### src/rtl/sc_front_pkg.sv
package sc_front_pkg;

    localparam int HALF_W = 4;

    typedef enum logic [1:0] {
        SEQ_OFF,
        SEQ_PWR,
        SEQ_CLK,
        SEQ_ON
    } seq_state_t;

    typedef struct packed {
        logic       pwr_req_n;
        logic       host_rst;
        logic       pd_req;
        logic       volt_hi;
        logic [1:0] div_sel;
        logic       direct_mode;
    } host_ctrl_t;

    localparam host_ctrl_t CTRL_RESET = '{
        pwr_req_n:   1'b1,
        host_rst:    1'b0,
        pd_req:      1'b0,
        volt_hi:     1'b1,
        div_sel:     2'b00,
        direct_mode: 1'b0
    };

    // Half period of the card clock, in clk cycles, for each divide code.
    function automatic logic [HALF_W-1:0] half_period(input logic [1:0] code);
        case (code)
            2'b00:   return HALF_W'(8);
            2'b01:   return HALF_W'(4);
            2'b11:   return HALF_W'(2);
            default: return HALF_W'(1);
        endcase
    endfunction

endpackage

### src/rtl/sc_ctrl_latch.sv
module sc_ctrl_latch
    import sc_front_pkg::*;
(
    input  logic       clk,
    input  logic       rst,
    input  logic       sel,
    input  host_ctrl_t d,
    output host_ctrl_t q
);

    always_ff @(posedge clk) begin
        if (rst) begin
            q <= CTRL_RESET;
        end else if (sel) begin
            q <= d;
        end
    end

    // captured controls hold while the select is low
    assert_hold_when_deselected_R3: assert property (@(posedge clk) disable iff (rst)
        (!$past(sel) && !$past(rst)) |-> $stable(q))
        else $error("controls changed while deselected");

endmodule

### src/rtl/sc_clk_div.sv
module sc_clk_div
    import sc_front_pkg::*;
(
    input  logic       clk,
    input  logic       rst,
    input  logic       run,
    input  logic [1:0] code,
    output logic       dclk,
    output logic       rise
);

    logic [HALF_W-1:0] cnt_q;
    logic [HALF_W-1:0] half_q;
    logic              tick;

    assign tick = (cnt_q == HALF_W'(1));
    assign rise = tick && !dclk && run;

    always_ff @(posedge clk) begin
        if (rst) begin
            dclk   <= 1'b0;
            half_q <= half_period(2'b00);
            cnt_q  <= half_period(2'b00);
        end else if (tick) begin
            if (dclk) begin
                // falling edge: the only point where a new ratio is adopted
                dclk   <= 1'b0;
                half_q <= half_period(code);
                cnt_q  <= half_period(code);
            end else begin
                dclk  <= run;
                cnt_q <= half_q;
            end
        end else begin
            cnt_q <= cnt_q - HALF_W'(1);
        end
    end

    // the active half period changes only at a falling card clock edge
    assert_ratio_at_fall_R2: assert property (@(posedge clk) disable iff (rst)
        !$stable(half_q) |-> $fell(dclk))
        else $error("divide ratio changed away from a falling edge");

endmodule

### src/rtl/sc_seq.sv
module sc_seq
    import sc_front_pkg::*;
#(
    parameter int WAIT_EDGES = 4
) (
    input  logic clk,
    input  logic rst,
    input  logic req_n,
    input  logic vcc_ok,
    input  logic rise,
    input  logic rst_req,
    output logic vcc_en,
    output logic clk_run,
    output logic card_rst
);

    localparam int WCW = $clog2(WAIT_EDGES) + 1;

    seq_state_t       state_q, state_n;
    logic [WCW-1:0]   wcnt_q;
    logic             lock_q;

    always_comb begin
        state_n = state_q;
        case (state_q)
            SEQ_OFF: if (!req_n && !lock_q) state_n = SEQ_PWR;
            SEQ_PWR: begin
                if (req_n)       state_n = SEQ_OFF;
                else if (vcc_ok) state_n = SEQ_CLK;
            end
            SEQ_CLK: begin
                if (req_n || !vcc_ok) state_n = SEQ_OFF;
                else if (rise && wcnt_q == WCW'(WAIT_EDGES - 1)) state_n = SEQ_ON;
            end
            SEQ_ON:  if (req_n || !vcc_ok) state_n = SEQ_OFF;
            default: state_n = SEQ_OFF;
        endcase
    end

    always_ff @(posedge clk) begin
        if (rst) begin
            state_q <= SEQ_OFF;
            wcnt_q  <= '0;
            lock_q  <= 1'b0;
        end else begin
            state_q <= state_n;
            if (state_q != SEQ_CLK) wcnt_q <= '0;
            else if (rise)          wcnt_q <= wcnt_q + WCW'(1);
            if (req_n)
                lock_q <= 1'b0;
            else if ((state_q == SEQ_CLK || state_q == SEQ_ON) && !vcc_ok)
                lock_q <= 1'b1;
        end
    end

    // Reset releases only on a rising card clock edge inside the active state.
    always_ff @(posedge clk) begin
        if (rst)
            card_rst <= 1'b1;
        else if (state_q != SEQ_ON || state_n != SEQ_ON)
            card_rst <= 1'b1;
        else if (rise)
            card_rst <= rst_req;
    end

    assign vcc_en  = (state_q != SEQ_OFF);
    assign clk_run = (state_q == SEQ_CLK) || (state_q == SEQ_ON);

    // with the supply off the card is always held in reset
    assert_rst_when_unpowered_R7: assert property (@(posedge clk) disable iff (rst)
        !vcc_en |-> card_rst)
        else $error("card reset released without supply");

    // no card clock before supply is requested
    assert_no_clock_unpowered_R5: assert property (@(posedge clk) disable iff (rst)
        !vcc_en |-> !clk_run)
        else $error("card clock enabled without supply");

endmodule

### src/rtl/sc_irq.sv
module sc_irq (
    input  logic clk,
    input  logic rst,
    input  logic present,
    input  logic fault,
    input  logic rd,
    input  logic sel,
    output logic pull
);

    logic prev_q;
    logic flag_q;
    logic event_w;

    assign event_w = (present != prev_q) || fault;

    always_ff @(posedge clk) begin
        if (rst) begin
            prev_q <= present;
            flag_q <= 1'b0;
        end else begin
            prev_q <= present;
            if (event_w)
                flag_q <= 1'b1;
            else if (rd && sel)
                flag_q <= 1'b0;
        end
    end

    assign pull = flag_q && sel;

    // a presence change always leaves the flag set
    assert_presence_sets_flag_R11: assert property (@(posedge clk) disable iff (rst)
        (present != $past(present)) |=> flag_q)
        else $error("presence change did not raise the flag");

endmodule

### src/rtl/sc_host_front.sv
module sc_host_front
    import sc_front_pkg::*;
#(
    parameter int N_DATA     = 3,
    parameter int WAIT_EDGES = 4
) (
    input  logic              clk,
    input  logic              rst,
    input  logic              host_sel,
    input  logic              pwr_req_n,
    input  logic              host_rst,
    input  logic              pd_req,
    input  logic              volt_hi,
    input  logic [1:0]        div_sel,
    input  logic              direct_mode,
    input  logic              host_strobe,
    input  logic              vcc_good,
    input  logic              card_in,
    input  logic              fault,
    input  logic              stat_rd,
    input  logic [N_DATA-1:0] host_dat_i,
    input  logic [N_DATA-1:0] card_dat_i,
    output logic              refclk_buf,
    output logic              card_clk,
    output logic              card_rst,
    output logic              vcc_en,
    output logic              volt_5v,
    output logic              pd_mode,
    output logic              irq_pull,
    output logic [N_DATA-1:0] host_dat_o,
    output logic [N_DATA-1:0] card_dat_o
);

    host_ctrl_t ctrl_d, ctrl_q;
    logic       div_clk, div_rise, clk_run, seq_rst;
    logic       ref_q;

    assign ctrl_d = '{
        pwr_req_n:   pwr_req_n,
        host_rst:    host_rst,
        pd_req:      pd_req,
        volt_hi:     volt_hi,
        div_sel:     div_sel,
        direct_mode: direct_mode
    };

    sc_ctrl_latch u_latch (
        .clk (clk),
        .rst (rst),
        .sel (host_sel),
        .d   (ctrl_d),
        .q   (ctrl_q)
    );

    sc_clk_div u_div (
        .clk  (clk),
        .rst  (rst),
        .run  (clk_run),
        .code (ctrl_q.div_sel),
        .dclk (div_clk),
        .rise (div_rise)
    );

    sc_seq #(.WAIT_EDGES(WAIT_EDGES)) u_seq (
        .clk      (clk),
        .rst      (rst),
        .req_n    (ctrl_q.pwr_req_n),
        .vcc_ok   (vcc_good),
        .rise     (div_rise),
        .rst_req  (ctrl_q.host_rst),
        .vcc_en   (vcc_en),
        .clk_run  (clk_run),
        .card_rst (seq_rst)
    );

    sc_irq u_irq (
        .clk     (clk),
        .rst     (rst),
        .present (card_in),
        .fault   (fault),
        .rd      (stat_rd),
        .sel     (host_sel),
        .pull    (irq_pull)
    );

    // Reference clock: half the block clock rate.
    always_ff @(posedge clk) begin
        if (rst) ref_q <= 1'b0;
        else     ref_q <= ~ref_q;
    end
    assign refclk_buf = ref_q;

    assign card_clk = ctrl_q.direct_mode ? host_strobe      : div_clk;
    assign card_rst = ctrl_q.direct_mode ? ctrl_q.host_rst  : seq_rst;
    assign volt_5v  = ctrl_q.volt_hi;
    assign pd_mode  = ctrl_q.pd_req && ctrl_q.pwr_req_n;

    // Data lines: pass while selected, weak high level while isolated.
    for (genvar i = 0; i < N_DATA; i++) begin : g_line
        assign card_dat_o[i] = host_sel ? host_dat_i[i] : 1'b1;
        assign host_dat_o[i] = host_sel ? card_dat_i[i] : 1'b1;
    end

    // the sequencer releases card reset only with a rising card clock
    assert_rst_release_on_rise_R6: assert property (@(posedge clk) disable iff (rst)
        $fell(seq_rst) |-> $rose(div_clk))
        else $error("card reset released off a clock edge");

    // the reference copy toggles on every edge
    assert_ref_toggles_R12: assert property (@(posedge clk) disable iff (rst)
        !$past(rst) |-> !$stable(ref_q))
        else $error("reference copy missed a toggle");

endmodule

### config.mk
export PLATFORM = sky130hd
export DESIGN_NAME = sc_host_front
export DESIGN_NICKNAME = d
export VERILOG_FILES = /design/src/rtl/sc_front_pkg.sv /design/src/rtl/sc_ctrl_latch.sv /design/src/rtl/sc_clk_div.sv /design/src/rtl/sc_seq.sv /design/src/rtl/sc_irq.sv /design/src/rtl/sc_host_front.sv
export SDC_FILE = /design/constraint.sdc
export NUM_CORES = 1
export LEC_CHECK = 0
export ABC_AREA = 1
export BUFFER_PORTS_ARGS = -buffer_cell sky130_fd_sc_hd__buf_2
export CAP_MARGIN = 20
export CORE_ASPECT_RATIO = 0.7
export CORE_MARGIN = 2
export CORE_UTILIZATION = 40
export CTS_CLUSTER_SIZE = 28
export DETAILED_ROUTE_END_ITERATION = 7
export PLACE_DENSITY = 0.66
export RECOVER_POWER = 50
export SETUP_SLACK_MARGIN = 0.2
export SYNTH_ARGS = -nofsm -noshare
export SYNTH_HDL_FRONTEND = slang
export SYNTH_HIERARCHICAL = 1
export SYNTH_SLANG_ARGS = --single-unit
### constraint.sdc
create_clock -name clk -period 1.9 [get_ports clk]
set_clock_uncertainty 0.05 [all_clocks]
set_input_delay 0.285 -clock clk [delete_from_list [all_inputs] [get_ports clk]]
set_output_delay 0.285 -clock clk [all_outputs]
set_load 0.1 [all_outputs]
Yosys cells after proc, flatten, opt, wreduce, memory -nomap -nowiden
Cells that the tools add are included.

cells by class
  add/subtract/negate cells = 2
  $mul = 0
  divide/modulo/power cells = 0
  $lt $le $gt $ge = 0
  eq/ne operators = 11
  shift-type cells = 0
  multiplexer cells = 21
  bitwise gates (word level) = 1
  reductions and logical operators = 23

operator list
  kind                 number
  $mux 2               6
  $pmux 4 s3           1
  $mux 1               11
  $logic_and 1x1->1    8
  $mux 4               2
  $pmux 2 s4           1
  $eq 2x2->1 const B   3
  $ne 2x2->1 const B   3
  $reduce_or 2->1      3
  $eq 2x1->1 const B   2
  $eq 4x1->1 const B   1
  $logic_not 1->1      4
  $logic_not 2->1      2
  $logic_or 1x1->1     4
  $reduce_bool 2->1    2
  $sub 4x1->4 const B  1
  $add 3x1->3 const B  1
  $eq 3x2->1 const B   1
  $ne 1x1->1           1
  $not 1->1            1

storage, ports and cells
  bits in registers = 26
  bits in latches = 0
  memory bits (writable) = 0
  memory bits (read-only) = 0
  input port bits = 21
  output and inout bits = 13
  word-level logic and storage cells = 74
  memories kept = 0

Depth between registers and ports, before layout
  word-level depth = 10
  depth in mapped cells = 12
  mapped depth without buffers = 12

Hierarchy
Netlist, hierarchy kept.

by module, submodules not included
  module         instances  cells an instance  area an instance (um^2)  seq. area each (um^2)
  sc_clk_div     1          72                 508.0                    180.2
  sc_seq         1          47                 337.8                    140.1
  sc_ctrl_latch  1          41                 277.8                    140.1
  sc_host_front  1          23                 102.6                    20.0
  sc_irq         1          13                 90.1                     40.0

Least setup slack after synthesis
Ideal clock, no wire load.

  kind = reg-to-output
  start point = register u_div.dclk
  end point = output card_clk
  arrival time = 1.121 ns
  required time = 1.565 ns
  slack = 0.444 ns
  stages on the path, launching flop included = 3
  buffers on the path = 0
  path through = dfxtp_1 > nand2_1 > nand2_1

between the ends
  cells in the longest elaborated chain, start to end = 1

ends and longest elaborated chain
  item                      RTL line             source
  start: declaration        sc_clk_div.sv:8      output logic dclk,
  start signal: assignment  sc_clk_div.sv:31     dclk <= run;
  $mux 1                    sc_host_front.sv:93  assign card_clk = ctrl_q.direct_mode ? host_strobe : div_clk;
  end: declaration          sc_host_front.sv:24  output logic card_clk,

Every way passes these cells.

Worst setup path after layout
Ends and elaborated chain as after synthesis.

==> flow_metrics.tcl <==
set metrics [dict create \
    outcome "finished, final reports clean" \
    synth_seq_cells 26 \
    cts_setup_buffers 0 \
    ctsHtreeMaxLevel 1 \
    path_clk_slew_ps 90 \
    fin_crit_ps 1570 \
    yosys_warnings 6 \
    reg2reg_to "u_seq/state_q[0]$_SDFF_PP0_" \
    critPathCaptureType "output pin" \
    final_area_um2 1550 \
    m1WireLength_um 1300 \
    ios 34 \
    drc 0 \
    ir_drop_v 0.000425 \
    numCtsBuffers 3 \
    cts_resized 0 \
    synth_seq_area_share_pct 39.5 \
    syn-num-nets 221 \
    portBuffers 33 \
    netlist_area_um2 1320 \
    reg2reg_from "u_div/cnt_q[1]$_SDFF_PP0_" \
    die_area_um2 3770 \
    r2r_slack_ps 440 \
    dpl_cell_area_um2 1510 \
    rsz0062_at_grt "no" \
    hold_depth 1 \
    clk-insertion-delay-late_ps 270 \
    slowest_delay_ps 470 \
    worstSetupPathType "reg2out" \
    path_cells "nand2_1 -> nand2_1 -> clkbuf_4" \
    reg2reg_depth 12 \
    cts.hold.buffers_added 0 \
    ant_nets 0 \
    clockBufferDepth 2 \
    final-hold-violation-count 0 \
    areaGrowthSynthToFinish_pct 18.1 \
    die_h_um 52.0 \
    final_min_period_over_clock_period_pct 82.5 \
    post_drt_wl_per_cell_um 9.06 \
    crit_path_max_fanout 8 \
    max_cap_violations 0 \
    place_hpwl_um 1800 \
    initial_core_util_pct 41.8 \
    cpMostUsedCell "nand2_1" \
    grt_max_degree 22 \
    via_count 1173 \
    synth_cell_types 23 \
    worstPathArrival_ps 1230 \
    stdcell_count 268 \
    whs_endpoint "u_irq/prev_q$_DFF_P_" \
    powerDensity_nw_per_um2 815 \
    timing.fmax_ghz 0.638 \
    row_count 17 \
    avgSynthCellArea_um2 6.72 \
    fin_setup_tns_ps 0 \
    hold_start "card_in" \
    first_pass_iters 4 \
    grt_pass1_vias 1021 \
    cts_root_buf "clkbuf_8" \
    dr.max_layer_used "met3" \
    relSlewSlack_pct 42.5 \
    drt-vias-per-instance 4.38 \
    finalMaxSlewViolations 0 \
    drt_iter0_markers 28 \
    grt-ovfl-total 0 \
    grt_pass1_wl_um 4260 \
    routabilityCongestion 0.836 \
    cts_tree "done" \
    hold_class "in2reg" \
    route.met3.wl_um 103 \
    coreArea_um2 3150 \
    nets 256 \
    antenna_found_initial 0 \
    cp_slowest_cell "dfxtp_1" \
    critPathRequiredTime_ps 1560 \
    wl_met2_um 1020 \
    insertedDiodeCount 0 \
    cts.sinks 26 \
    dp_cells 264 \
    power.leakage_nw 0.854 \
    drt_wl_total_um 2430 \
    syn_inst 196 \
    grt_usage_pct 14.3 \
    die_x_um 72.6 \
    worst_pin_slew_ps 863 \
    start_kind "flop" \
    drive_gt1_share_pct 22.2 \
    finalSetupViolCount 0 \
]
[registers in the layout, indices dropped and copies added, names as in the netlist]
signal,flops
u_irq/flag_q,1
u_latch/q,7
refclk_buf,1
u_seq/wcnt_q,3
u_div/cnt_q,4
u_seq/card_rst,1
u_seq/state_q,2
u_div/half_q,4
u_div/dclk,1
u_seq/lock_q,1
u_irq/prev_q,1
[cell usage in the layout, fill, tap and decap left out]
| master | n |
|---|---|
| nand2_1 | 67 |
| inv_1 | 33 |
| buf_2 | 28 |
| dfxtp_1 | 26 |
| nor2_1 | 24 |
| nand3_1 | 14 |
| inv_2 | 5 |
| a21oi_2 | 5 |
| clkbuf_8 | 4 |
| a21oi_1 | 4 |
| ha_1 | 4 |
| clkbuf_4 | 3 |
| clkbuf_1 | 2 |
| nand3_4 | 1 |
| clkinv_4 | 1 |
| nand2_2 | 1 |
| a21boi_2 | 1 |
| nor2_2 | 1 |
| xnor2_1 | 1 |
| nor3_2 | 1 |
| nor4_1 | 1 |
| o21bai_1 | 1 |
| nor3_1 | 1 |
| o21ai_0 | 1 |
[routing by layer]
layer | vias to the layer above | track usage (%)
met5 | - | 0
met4 | 0 | 3.70
met3 | 0 | 4.07
met2 | 27 | 22.9
met1 | 492 | 19.0
li1 | 654 | -
[worst max path at each step]
stage | start | endpoint | slack, ps | cells past startpoint
floorplan | u_div/dclk$_SDFFE_PP0P_ | card_clk | 440 | 2
global placement | u_div/cnt_q[1]$_SDFF_PP0_ | u_seq/state_q[0]$_SDFF_PP0_ | 420 | 12
detailed placement | u_div/cnt_q[1]$_SDFF_PP0_ | u_seq/state_q[0]$_SDFF_PP0_ | 370 | 12
CTS | u_div/dclk$_SDFFE_PP0P_ | card_clk | 250 | 3
global route | u_latch/q[6]$_SDFFE_PP1P_ | pd_mode | 270 | 3
finish | u_div/dclk$_SDFFE_PP0P_ | card_clk | 330 | 3
[cells by family (layout without fill, tap and decap cells)]
kind of cell | after synthesis | count (layout) | share of synthesized area [%]
adder cells (fa/ha/maj) | 4 | 4 | 3.80
XOR/XNOR | 1 | 1 | 0.666
buffers and inverters | 42 | 76 | 13.0
AND/OR/NAND/NOR | 111 | 111 | 35.7
flip-flops | 26 | 26 | 39.5
AO/OA/AOI/OAI | 12 | 12 | 7.22
[cells in the mapped netlist]
library cell	number	share of area, %
a21boi_2	1	0.86
a21oi_1	2	0.76
a21oi_2	7	4.7
buf_6	1	0.86
clkbuf_1	1	0.28
clkbuf_2	1	0.38
clkinv_4	1	0.67
dfxtp_1	26	40
ha_1	4	3.8
inv_1	34	9.7
inv_2	4	1.1
nand2_1	64	18
nand2_2	4	1.9
nand3_1	14	5.3
nand3_4	1	1.3
nor2_1	24	6.8
nor2_2	1	0.48
nor3_1	1	0.38
nor3_2	1	0.76
nor4_1	1	0.48
o21ai_0	1	0.38
o21bai_1	1	0.57
xnor2_1	1	0.67
[stage by stage]
stage | hold slack (ps) | utilization (%) | total power [mW] | worst slack [ps]
floorplan | 263 | - | 0.865 | 444
CTS | 79.3 | 49.7 | 1.28 | 252
finish | 106 | 49.4 | 1.27 | 333
global placement | 348 | 47.9 | 0.927 | 418
detailed placement | 355 | 47.9 | 0.929 | 374
global route | 109 | 49.4 | 1.34 | 267
[area by class of cell]
class / count / area, µm²
timing repair buffer: 33 / 170
inverter: 39 / 151
multi-input combinational: 128 / 609
tap: 38 / 47.5
fill: 327 / 1590
clock buffer: 4 / 55.1
sequential: 26 / 520
[worst max-delay path: cells and delay by family, from the launching register on]
family        cells  cell delay (ps)
flops             1              470
buf+inv           1              330
simple gates      2              160
[where the power goes]
group          internal (mW)  leakage, nW  switching (mW)  total (mW)
combinational         0.0839        0.612           0.231       0.315
sequential             0.578        0.214          0.0217       0.599
clock                  0.185       0.0288           0.167       0.352
(Power assumes the default switching activity.)
